`config.mk`:
```
export PLATFORM = sky130hd
export DESIGN_NAME = lbst_seq
export DESIGN_NICKNAME = d
export VERILOG_FILES = /design/src/rtl/lbst_pkg.sv /design/src/rtl/lbst_vreg.sv /design/src/rtl/lbst_judge.sv /design/src/rtl/lbst_ctrl.sv /design/src/rtl/lbst_seq.sv
export SDC_FILE = /design/constraint.sdc
export NUM_CORES = 1
export LEC_CHECK = 0
export BUFFER_PORTS_ARGS = -buffer_cell sky130_fd_sc_hd__buf_2
export CAP_MARGIN = 10
export CORE_MARGIN = 8
export CORE_UTILIZATION = 56
export CTS_CLUSTER_SIZE = 28
export DETAILED_ROUTE_END_ITERATION = 10
export PLACE_DENSITY_LB_ADDON = 0.08
export SYNTH_ARGS = -nofsm -noshare
export SYNTH_HDL_FRONTEND = slang
export SYNTH_HIERARCHICAL = 1
export SYNTH_SLANG_ARGS = --single-unit
```
`constraint.sdc`:
```
create_clock -name clk -period 2.1 [get_ports clk]
set_input_delay 0.63 -clock clk [delete_from_list [all_inputs] [get_ports clk]]
set_output_delay 0.63 -clock clk [all_outputs]
set_load 0.02 [all_outputs]
```
`src/rtl/lbst_pkg.sv`:
```
package lbst_pkg;
  localparam int unsigned VEC_W       = 13;
  localparam int unsigned SLICES      = 2;
  localparam int unsigned RSP_W       = 6;
  localparam int unsigned NPHASE      = 6;
  localparam int unsigned LONG_PHASES = 2;
  localparam int unsigned LONG_LEN    = 16;
  localparam int unsigned SHORT_LEN   = 2;
  localparam int unsigned PH_W        = $clog2(NPHASE);
  localparam int unsigned IDX_W       = $clog2(LONG_LEN);
  localparam int unsigned BIT_W       = $clog2(VEC_W);
  localparam logic [VEC_W-1:0] SHORT_PAT = 13'h0555;

  typedef enum logic [2:0] {
    ST_IDLE, ST_REQ, ST_SHIFT, ST_UPD, ST_SETTLE, ST_SAMP, ST_DONE
  } seq_st_e;

  function automatic int unsigned phase_len(input logic [PH_W-1:0] p);
    return (int'(p) < LONG_PHASES) ? LONG_LEN : SHORT_LEN;
  endfunction

  function automatic logic [VEC_W-1:0] gen_vec(input logic [PH_W-1:0] p,
                                               input logic [IDX_W-1:0] idx);
    logic [VEC_W-1:0] v;
    if (int'(p) < LONG_PHASES) begin
      for (int k = 0; k < VEC_W - 1; k++) v[k] = idx[k % IDX_W];
      v[VEC_W-1] = idx[0];
    end else begin
      v = idx[0] ? ~SHORT_PAT : SHORT_PAT;
    end
    return v;
  endfunction

  function automatic logic [RSP_W-1:0] exp_slice(input logic [PH_W-1:0] p,
                                                 input logic [VEC_W-1:0] v);
    logic [RSP_W-1:0] r;
    for (int k = 0; k < RSP_W; k++) r[k] = v[k] ^ v[k+RSP_W] ^ v[VEC_W-1];
    return p[0] ? ~r : r;
  endfunction
endpackage

```
`src/rtl/lbst_vreg.sv`:
```
module lbst_vreg #(
  parameter int unsigned W = lbst_pkg::VEC_W
) (
  input  logic         clk,
  input  logic         rst_n,
  input  logic         shift,
  input  logic         upd,
  input  logic         tdi,
  output logic         tdo,
  output logic [W-1:0] vec
);
  logic [W-1:0] sh_q;
  logic [W-1:0] up_q;

  for (genvar i = 0; i < W; i++) begin : g_cell
    logic nxt_bit;
    if (i == W - 1) begin : g_top
      assign nxt_bit = tdi;
    end else begin : g_mid
      assign nxt_bit = sh_q[i+1];
    end
    always_ff @(posedge clk or negedge rst_n) begin
      if (!rst_n) begin
        sh_q[i] <= 1'b0;
        up_q[i] <= 1'b0;
      end else begin
        if (shift) sh_q[i] <= nxt_bit;
        if (upd)   up_q[i] <= sh_q[i];
      end
    end
  end

  assign tdo = sh_q[0];
  assign vec = up_q;

  AST_VEC_HOLD: assert property (@(posedge clk) disable iff (!rst_n)
    !upd |=> $stable(vec));
  AST_STROBE_EXCL: assert property (@(posedge clk) disable iff (!rst_n)
    !(shift && upd));
endmodule

```
`src/rtl/lbst_judge.sv`:
```
module lbst_judge #(
  parameter int unsigned NS = lbst_pkg::SLICES,
  parameter int unsigned RW = lbst_pkg::RSP_W
) (
  input  logic           clk,
  input  logic           rst_n,
  input  logic           clr,
  input  logic           sample,
  input  logic [RW-1:0]  expect_bits,
  input  logic [NS*RW-1:0] resp,
  output logic [NS-1:0]  fail
);
  logic [NS-1:0] mism;

  for (genvar s = 0; s < NS; s++) begin : g_slice
    assign mism[s] = resp[s*RW +: RW] != expect_bits;
    always_ff @(posedge clk or negedge rst_n) begin
      if (!rst_n)                fail[s] <= 1'b0;
      else if (clr)              fail[s] <= 1'b0;
      else if (sample && mism[s]) fail[s] <= 1'b1;
    end
    AST_FAIL_STICKY: assert property (@(posedge clk) disable iff (!rst_n)
      fail[s] && !clr |=> fail[s]);
    AST_FAIL_CAUSE: assert property (@(posedge clk) disable iff (!rst_n)
      !fail[s] && !(sample && mism[s]) |=> !fail[s]);
  end

  AST_CLR_ZERO: assert property (@(posedge clk) disable iff (!rst_n)
    clr |=> fail == '0);
endmodule

```
`src/rtl/lbst_ctrl.sv`:
```
module lbst_ctrl
  import lbst_pkg::*;
#(
  parameter int unsigned W  = VEC_W,
  parameter int unsigned NP = NPHASE
) (
  input  logic             clk,
  input  logic             rst_n,
  input  logic             start,
  input  logic             cfg_ack,
  output logic             cfg_req,
  output logic [PH_W-1:0]  phase,
  output logic             shift,
  output logic             upd,
  output logic             sample,
  output logic             clr,
  output logic             tdi,
  output logic             busy,
  output logic             done
);
  seq_st_e            st_q;
  logic [IDX_W-1:0]   vidx_q;
  logic [BIT_W-1:0]   bit_q;
  logic [W-1:0]       cur_vec;
  logic               last_bit;
  logic               last_vec;
  logic               last_phase;

  assign cur_vec    = gen_vec(phase, vidx_q);
  assign tdi        = cur_vec[bit_q];
  assign last_bit   = int'(bit_q) == W - 1;
  assign last_vec   = int'(vidx_q) == int'(phase_len(phase)) - 1;
  assign last_phase = int'(phase) == NP - 1;
  assign clr        = start && (st_q == ST_IDLE || st_q == ST_DONE);

  assign cfg_req = st_q == ST_REQ;
  assign shift   = st_q == ST_SHIFT;
  assign upd     = st_q == ST_UPD;
  assign sample  = st_q == ST_SAMP;
  assign done    = st_q == ST_DONE;
  assign busy    = !(st_q == ST_IDLE || st_q == ST_DONE);

  always_ff @(posedge clk or negedge rst_n) begin
    if (!rst_n) begin
      st_q   <= ST_IDLE;
      phase  <= '0;
      vidx_q <= '0;
      bit_q  <= '0;
    end else begin
      case (st_q)
        ST_IDLE, ST_DONE: if (clr) begin
          st_q   <= ST_REQ;
          phase  <= '0;
          vidx_q <= '0;
          bit_q  <= '0;
        end
        ST_REQ: if (cfg_ack) begin
          st_q  <= ST_SHIFT;
          bit_q <= '0;
        end
        ST_SHIFT: begin
          bit_q <= bit_q + 1'b1;
          if (last_bit) st_q <= ST_UPD;
        end
        ST_UPD:    st_q <= ST_SETTLE;
        ST_SETTLE: st_q <= ST_SAMP;
        ST_SAMP: begin
          bit_q <= '0;
          if (last_vec) begin
            vidx_q <= '0;
            if (last_phase) st_q <= ST_DONE;
            else begin
              phase <= phase + 1'b1;
              st_q  <= ST_REQ;
            end
          end else begin
            vidx_q <= vidx_q + 1'b1;
            st_q   <= ST_SHIFT;
          end
        end
        default: st_q <= ST_IDLE;
      endcase
    end
  end

  AST_REQ_HOLD: assert property (@(posedge clk) disable iff (!rst_n)
    cfg_req && !cfg_ack |=> cfg_req);
  AST_NO_SHIFT_IN_REQ: assert property (@(posedge clk) disable iff (!rst_n)
    cfg_req |-> !shift);
  AST_STROBE_ONEHOT: assert property (@(posedge clk) disable iff (!rst_n)
    $onehot0({cfg_req, shift, upd, sample}));
  AST_UPD_AFTER_SHIFT: assert property (@(posedge clk) disable iff (!rst_n)
    upd |-> $past(shift));
  AST_SAMP_AFTER_SETTLE: assert property (@(posedge clk) disable iff (!rst_n)
    sample |-> $past(upd, 2));
  AST_PHASE_HOLD_BUSY: assert property (@(posedge clk) disable iff (!rst_n)
    busy && !sample |=> $stable(phase));
  AST_DONE_HOLD: assert property (@(posedge clk) disable iff (!rst_n)
    done && !start |=> done);
endmodule

```
`src/rtl/lbst_seq.sv`:
```
module lbst_seq
  import lbst_pkg::*;
#(
  parameter int unsigned W  = VEC_W,
  parameter int unsigned NS = SLICES,
  parameter int unsigned RW = RSP_W
) (
  input  logic              clk,
  input  logic              rst_n,
  input  logic              start,
  input  logic              cfg_ack,
  input  logic [NS*RW-1:0]  resp_in,
  output logic              cfg_req,
  output logic [PH_W-1:0]   cfg_phase,
  output logic              shift_o,
  output logic              update_o,
  output logic              tdo,
  output logic [W-1:0]      vec_out,
  output logic              busy,
  output logic              done,
  output logic [NS-1:0]     fail
);
  logic          sample_w;
  logic          clr_w;
  logic          tdi_w;
  logic [RW-1:0] exp_w;

  lbst_ctrl #(.W(W), .NP(NPHASE)) ctrl_i (
    .clk(clk), .rst_n(rst_n), .start(start), .cfg_ack(cfg_ack),
    .cfg_req(cfg_req), .phase(cfg_phase), .shift(shift_o), .upd(update_o),
    .sample(sample_w), .clr(clr_w), .tdi(tdi_w), .busy(busy), .done(done)
  );

  lbst_vreg #(.W(W)) vreg_i (
    .clk(clk), .rst_n(rst_n), .shift(shift_o), .upd(update_o),
    .tdi(tdi_w), .tdo(tdo), .vec(vec_out)
  );

  assign exp_w = exp_slice(cfg_phase, vec_out);

  lbst_judge #(.NS(NS), .RW(RW)) judge_i (
    .clk(clk), .rst_n(rst_n), .clr(clr_w), .sample(sample_w),
    .expect_bits(exp_w), .resp(resp_in), .fail(fail)
  );

  AST_RESET_IDLE: assert property (@(posedge clk) disable iff (!rst_n)
    $rose(busy) |-> $past(start));
endmodule

```
==> results of run 1 <==
-- routing by layer --
metal  up-vias  part of all wire [%]
li1        819                     -
met2        59                    47
met1       848                    46
met5         -                     0
met3         2                   6.5
met4         0                  0.27
-- worst max-delay path, stage by stage, from the launching register on --
cell and delay, ns:
dfrtp_1 0.41, nor2b_2 0.18, or3_1 0.37, buf_2 0.17
-- cell usage after synthesis, types with 2 or more instances --
library cell  number
a211oi_1           2
a21oi_1            5
a22o_1             2
a31oi_1            6
a32o_1             2
and2_2             2
buf_6              3
dfrtp_1           42
ha_1               5
inv_1              6
mux2_2             7
mux2_4            20
nand2_1            9
nand2b_1           2
nand3_1            3
nor2_1            11
nor2b_1            3
nor3_1             3
nor4_1             2
o211ai_1           3
o21a_1             2
o21ai_0            7
o31ai_1            2
or3_1              2
xnor2_1           12
xor2_1            13
-- per-stage QoR --
step | power (mW) | hold slack, ns | cells | instance area (um^2)
6_report | 4.420 | 0.3839 | 299 | 2773
5_1_grt | 4.701 | 0.4322 | 299 | 2773
4_1_cts | 4.447 | 0.4064 | 299 | 2773
3_5_place_dp | 3.662 | 0.5251 | 290 | 2626
3_3_place_gp | 3.555 | 0.5030 | 290 | 2626
2_1_floorplan | 3.124 | 0.3344 | 202 | 2381
-- power breakdown --
group	internal [mW]	switching (mW)
clock network	0.476	0.283
logic	1.07	1.17
registers	1.09	0.339
total	2.63	1.79
-- registers in the layout, summed over array words and instances, names as in the netlist --
register / flops
vreg_i/vec: 13
vreg_i/g_cell.nxt_bit: 12
ctrl_i/bit_q: 4
ctrl_i/vidx_q: 4
ctrl_i/phase: 3
ctrl_i/st_q: 3
judge_i/fail: 2
vreg_i/tdo: 1
-- cell type report --
type                    instances  area share [%]
inverters                       7          0.9477
multi-input cells             147           45.22
well taps                      50           2.256
repair buffers                 45           8.664
clock buffers                   5           2.482
flip-flops and latches         42           37.95
clock inverters                 3           2.482
-- worst max-delay path by stage --
stage                    startpoint                        to  slack [ns]
finish               ctrl_i/st_q[2]                      busy        0.06
global route         ctrl_i/st_q[1]                      busy       0.005
CTS                  ctrl_i/st_q[2]                      busy        0.06
detailed placement  ctrl_i/phase[0]           judge_i/fail[1]        0.28
global placement     ctrl_i/st_q[0]                      busy        0.37
floorplan            ctrl_i/st_q[2]  vreg_i/g_cell[0].nxt_bit        0.23
-- cell families (layout without fill, tap and decap cells) --
family / after synthesis / in the layout / synth area share (%)
compound gates: 41 / 41 / 12.19
simple gates: 48 / 48 / 12.03
mux: 27 / 27 / 15.92
buf+inv: 13 / 60 / 3.205
fa+ha+maj: 5 / 5 / 2.627
xor+xnor: 26 / 26 / 9.879
flops: 42 / 42 / 44.14
-- repair_timing --
item / CTS / global route
setup buffers: 1 / 0
endpoints found under the setup margin: 1 / 0
gates resized for setup: 1 / 0
==> out/results.ini, run 1 <==
[outcome]
status = finished clean

[placed_design]
dp_hpwl_um = 3881
io_buffers = 39
pre_cts_ws_ns = 0.2761
finalWeightedCongestion = 0.8726

[synthesis]
syn_area_um2 = 2381
synth_nets = 223
synth_edf_count = 0
yosysWarnings = 6
synth_area_per_cell_um2 = 11.79
yosysUniqueCellTypes = 52
ys_dominant_reg_cell = dfrtp_1
synth_area_leader_cell = dfrtp_1
synthCells = 202
ys_seq_area_share_pct = 44.14
synthArstFlopShare_pct = 100.0
yosysTopAreaCellShare_pct = 44.14
synthTopCellsByArea = dfrtp_1 (44%), mux2_4 (13%), xor2_1 (4.8%)
ys_seq_elements = 42

[timing]
worst_pin_slew_ns = 0.5294
finalCriticalPeriod_ns = 2.044
setup-tns-final_ns = 0
slew_violations = 0
setup_violations = 0
fin_skew_ns = 0.01197
slew_headroom_pct = 64.71
fmax_mhz = 489.2
post-route-period-util_pct = 97.34
hold_viol_final = 0
fin_ws_ns = 0.05582
rsz0062_at_grt = false

[global_routing]
grt_pass1_vias = 1713
grt_use_met3_pct = 4.746
gr-usage-met2_pct = 26.22
grt-ovfl-total = 0
grt_pass1_wl_um = 8390
grt_usage_pct = 16.29
antenna_found_initial = 0
grt_busiest_layer = met2
use_met1_pct = 21.05
grt_max_degree = 43

[final_layout]
area_delta_synth_final_pct = 16.45
drive_gt1_share_pct = 36.55
multi_input_area_um2 = 1254
postLayoutCoreUtil_pct = 68.33
nets = 269
diodes = 0
fillerInstances = 320
seq_area_um2 = 1052
final_common_cell = dfrtp_1
final_cell_mix = dfrtp_1 (41), buf_2 (39), mux2_4 (20)

[floorplan]
rows = 23
initial_core_util_pct = 58.68
die_area_um2 = 6594
die_w_um = 81.21
die_h_um = 81.21
coreArea_um2 = 4058
ios = 40

[cts]
ctsHtreeMaxLevel = 2
cts.clk_slew.worst_paths_ns = 0.09
post_cts_hold_buffer_count = 0
cts_inserted_buffers = 5
cts_sinks = 42
cts_tree = built
cts_root_buffer = clkbuf_8
clk_latency_ns = 0.30
cts_buffer_depth = 2

[power_and_ir_drop]
p_per_area_nw_per_um2 = 1594
max-vdd-ir-drop_mv = 0.9326
p_leak_nw = 1.328

[worst_hold_path]
hp-class = input pin to async pin

[drt]
drc = 0
drt_iter0_markers = 55
via_per_inst = 5.779
vias = 1728
first_pass_iters = 4
drt-total-wl_um = 5240
drt-wirelength-per-cell_um = 17.53
drt.antenna.violating_nets = 0

[setup_path]
cp.arrival_ns = 1.41
regToRegEndpoint = judge_i/fail[1]
r2r_start = ctrl_i/phase[0]
cp.required_ns = 1.47
crit_type = flop to output port
startpoint_type = flop
path_max_fanout = 3
crit_path_end_kind = output port
rr_worst_depth = 5
worst-r2r-setup-slack_ns = 0.30

[flow_run]
maxCapViolCount = 0

(Power assumes the default switching activity.)
==> inputs of run 2 (changes only) <==
--- a/config.mk
+++ b/config.mk
@@ -12,6 +12,7 @@
 export CTS_CLUSTER_SIZE = 28
 export DETAILED_ROUTE_END_ITERATION = 10
 export PLACE_DENSITY_LB_ADDON = 0.08
+export REMOVE_ABC_BUFFERS = 1
 export SYNTH_ARGS = -nofsm -noshare
 export SYNTH_HDL_FRONTEND = slang
 export SYNTH_HIERARCHICAL = 1
==> constraint.sdc (replaced) <==
create_clock -name clk -period 1.98 [get_ports clk]
set_input_delay 0.594 -clock clk [delete_from_list [all_inputs] [get_ports clk]]
set_output_delay 0.594 -clock clk [all_outputs]
set_load 0.02 [all_outputs]
==> out/results.ini, run 2 (same netlist as run 1, synthesis figures left out) <==
[floorplan]
die_area_um2 = 6594
coreArea_um2 = 4058
die_w_um = 81.21
rows = 23
die_h_um = 81.21
initial_core_util_pct = 58.68
ios = 40

[drt]
drt-wirelength-per-cell_um = 17.73
drt-total-wl_um = 5424
drc = 0
routed-wl-met2_um = 2515
drt.antenna.violating_nets = 0
wl_met1_um = 2492
drt_iter0_markers = 112
topRoutingLayerUsed = met4
met3_length_um = 357
vias = 1739
via_per_inst = 5.683
first_pass_iters = 4

[global_routing]
grt_pass1_wl_um = 8694
antenna_found_initial = 0
grt_max_degree = 26
grt_usage_pct = 16.95
grt-ovfl-total = 0
grt_pass1_vias = 1713

[timing]
slew_headroom_pct = 69.11
hold_viol_final = 0
rsz0062_at_grt = true
post-route-period-util_pct = 99.27
fin_skew_ns = 0.009634
finalCriticalPeriod_ns = 1.966
slew_violations = 0
worst_pin_slew_ns = 0.4634
setup-tns-final_ns = 0
fmax_mhz = 508.8
setup_violations = 0
hold_ws_ns = 0.2346
fin_ws_ns = 0.01448

[setup_path]
crit_path_end_kind = output port
cp.required_ns = 1.39
critical-path-max-stage-delay_ns = 0.45
worst-r2r-setup-slack_ns = 0.18
r2r_start = ctrl_i/vidx_q[1]
regToRegEndpoint = vreg_i/g_cell[11].nxt_bit
crit_type = flop to output port
startpoint_type = flop
cp_slowest_cell = dfrtp_2
cp.arrival_ns = 1.37
crit_chain = nor2b_4, or3_4, buf_6
rr_worst_depth = 5
path_max_fanout = 5

[cts]
cts.clk_slew.worst_paths_ns = 0.08
cts_root_buffer = clkbuf_8
cts_buffer_depth = 2
ctsHtreeMaxLevel = 2
cts_inserted_buffers = 5
clk_latency_ns = 0.30
cts_tree = built
post_cts_hold_buffer_count = 0
cts_sinks = 42

[power_and_ir_drop]
p_leak_nw = 1.361
pwr-share-clk_pct = 14.3
power_frac_seq_pct = 31.5
p_sw_mw = 1.959
combPwrFrac_pct = 54.1
p_per_area_nw_per_um2 = 1670
max-vdd-ir-drop_mv = 0.8666
intPower_mw = 2.813
switching_share_pct = 41.05

[final_layout]
fillerInstances = 295
diodes = 0
final_cell_mix = dfrtp_1 (39), buf_2 (35), mux2_4 (20)
drive_gt1_share_pct = 39.45
largest_reg_flops = 13
area_delta_synth_final_pct = 20.02
nets = 276
postLayoutCoreUtil_pct = 70.43
fin_area_um2 = 2858
final_common_cell = dfrtp_1

[placed_design]
finalWeightedCongestion = 0.8460
pre_cts_ws_ns = 0.1950
placed_area_um2 = 2654
io_buffers = 39
dp_hpwl_um = 3953

[outcome]
status = finished clean

[worst_hold_path]
hp-class = input pin to async pin

[flow_run]
maxCapViolCount = 0

run 2: cell types whose count changed in the layout (fill, tap and decap cells not counted), moves of 2 or more:
cell | previous run | this run
buf_4 | 6 | 13
buf_2 | 39 | 35
buf_6 | 0 | 3
dfrtp_1 | 41 | 39
dfrtp_2 | 1 | 3
nor2b_4 | 0 | 2
run 2: worst max-delay path by stage:
stage,startpoint,end,cells past startpoint
2_1_floorplan,ctrl_i/st_q[1],shift_o,1
3_3_place_gp,ctrl_i/vidx_q[1],vreg_i/g_cell[11].nxt_bit,5
3_5_place_dp,ctrl_i/phase[0],judge_i/fail[0],5
4_1_cts,ctrl_i/st_q[1],busy,3
5_1_grt,ctrl_i/st_q[1],busy,4
6_report,ctrl_i/st_q[2],busy,3
run 2: repair_timing:
action / CTS / global route
endpoints found under the setup margin: 5 / 4
endpoints found under the hold margin: 0 / 0
setup buffers: 2 / 4
pin swaps: 1 / 2
resized for setup: 12 / 3
run 2: layout make-up:
class / instances / area (um^2) / area share (%)
sequential: 42 / 1055 / 36.91
tap: 50 / 62.56 / 2.189
clock buffer: 6 / 72.57 / 2.539
timing repair buffer: 52 / 326.6 / 11.43
inverter: 7 / 26.28 / 0.9194
multi-input combinational: 147 / 1277 / 44.70
clock inverter: 2 / 37.54 / 1.313
run 2: power groups by stage:
| stage | sequential [mW] | combinational, mW | clock [mW] |
|---|---|---|---|
| 6_report | 1.50 | 2.58 | 0.684 |
| 5_1_grt | 1.55 | 2.79 | 0.732 |
| 4_1_cts | 1.52 | 2.49 | 0.708 |
| 3_5_place_dp | 1.52 | 2.38 | 0 |
| 3_3_place_gp | 1.50 | 2.31 | 0 |
| 2_1_floorplan | 1.62 | 1.63 | 0 |
run 2: layer usage:
layer,global-route usage [%],vias up
li1,-,837
met1,22.56,843
met2,26.14,53
met3,4.636,6
met4,5.357,0
met5,0,-
run 2: critical path: cells and delay by family, from the launching register on:
| kind | cells | cell delay (ns) |
|---|---|---|
| buffers and inverters | 1 | 0.14 |
| DFF | 1 | 0.45 |
| and+or+nand+nor | 2 | 0.49 |
run 2: per-stage QoR:
stage | power, mW | instances
after floorplan | 3.244 | 196
after global placement | 3.810 | 292
after detailed placement | 3.900 | 292
after CTS | 4.711 | 302
after global routing | 5.073 | 306
final | 4.771 | 306
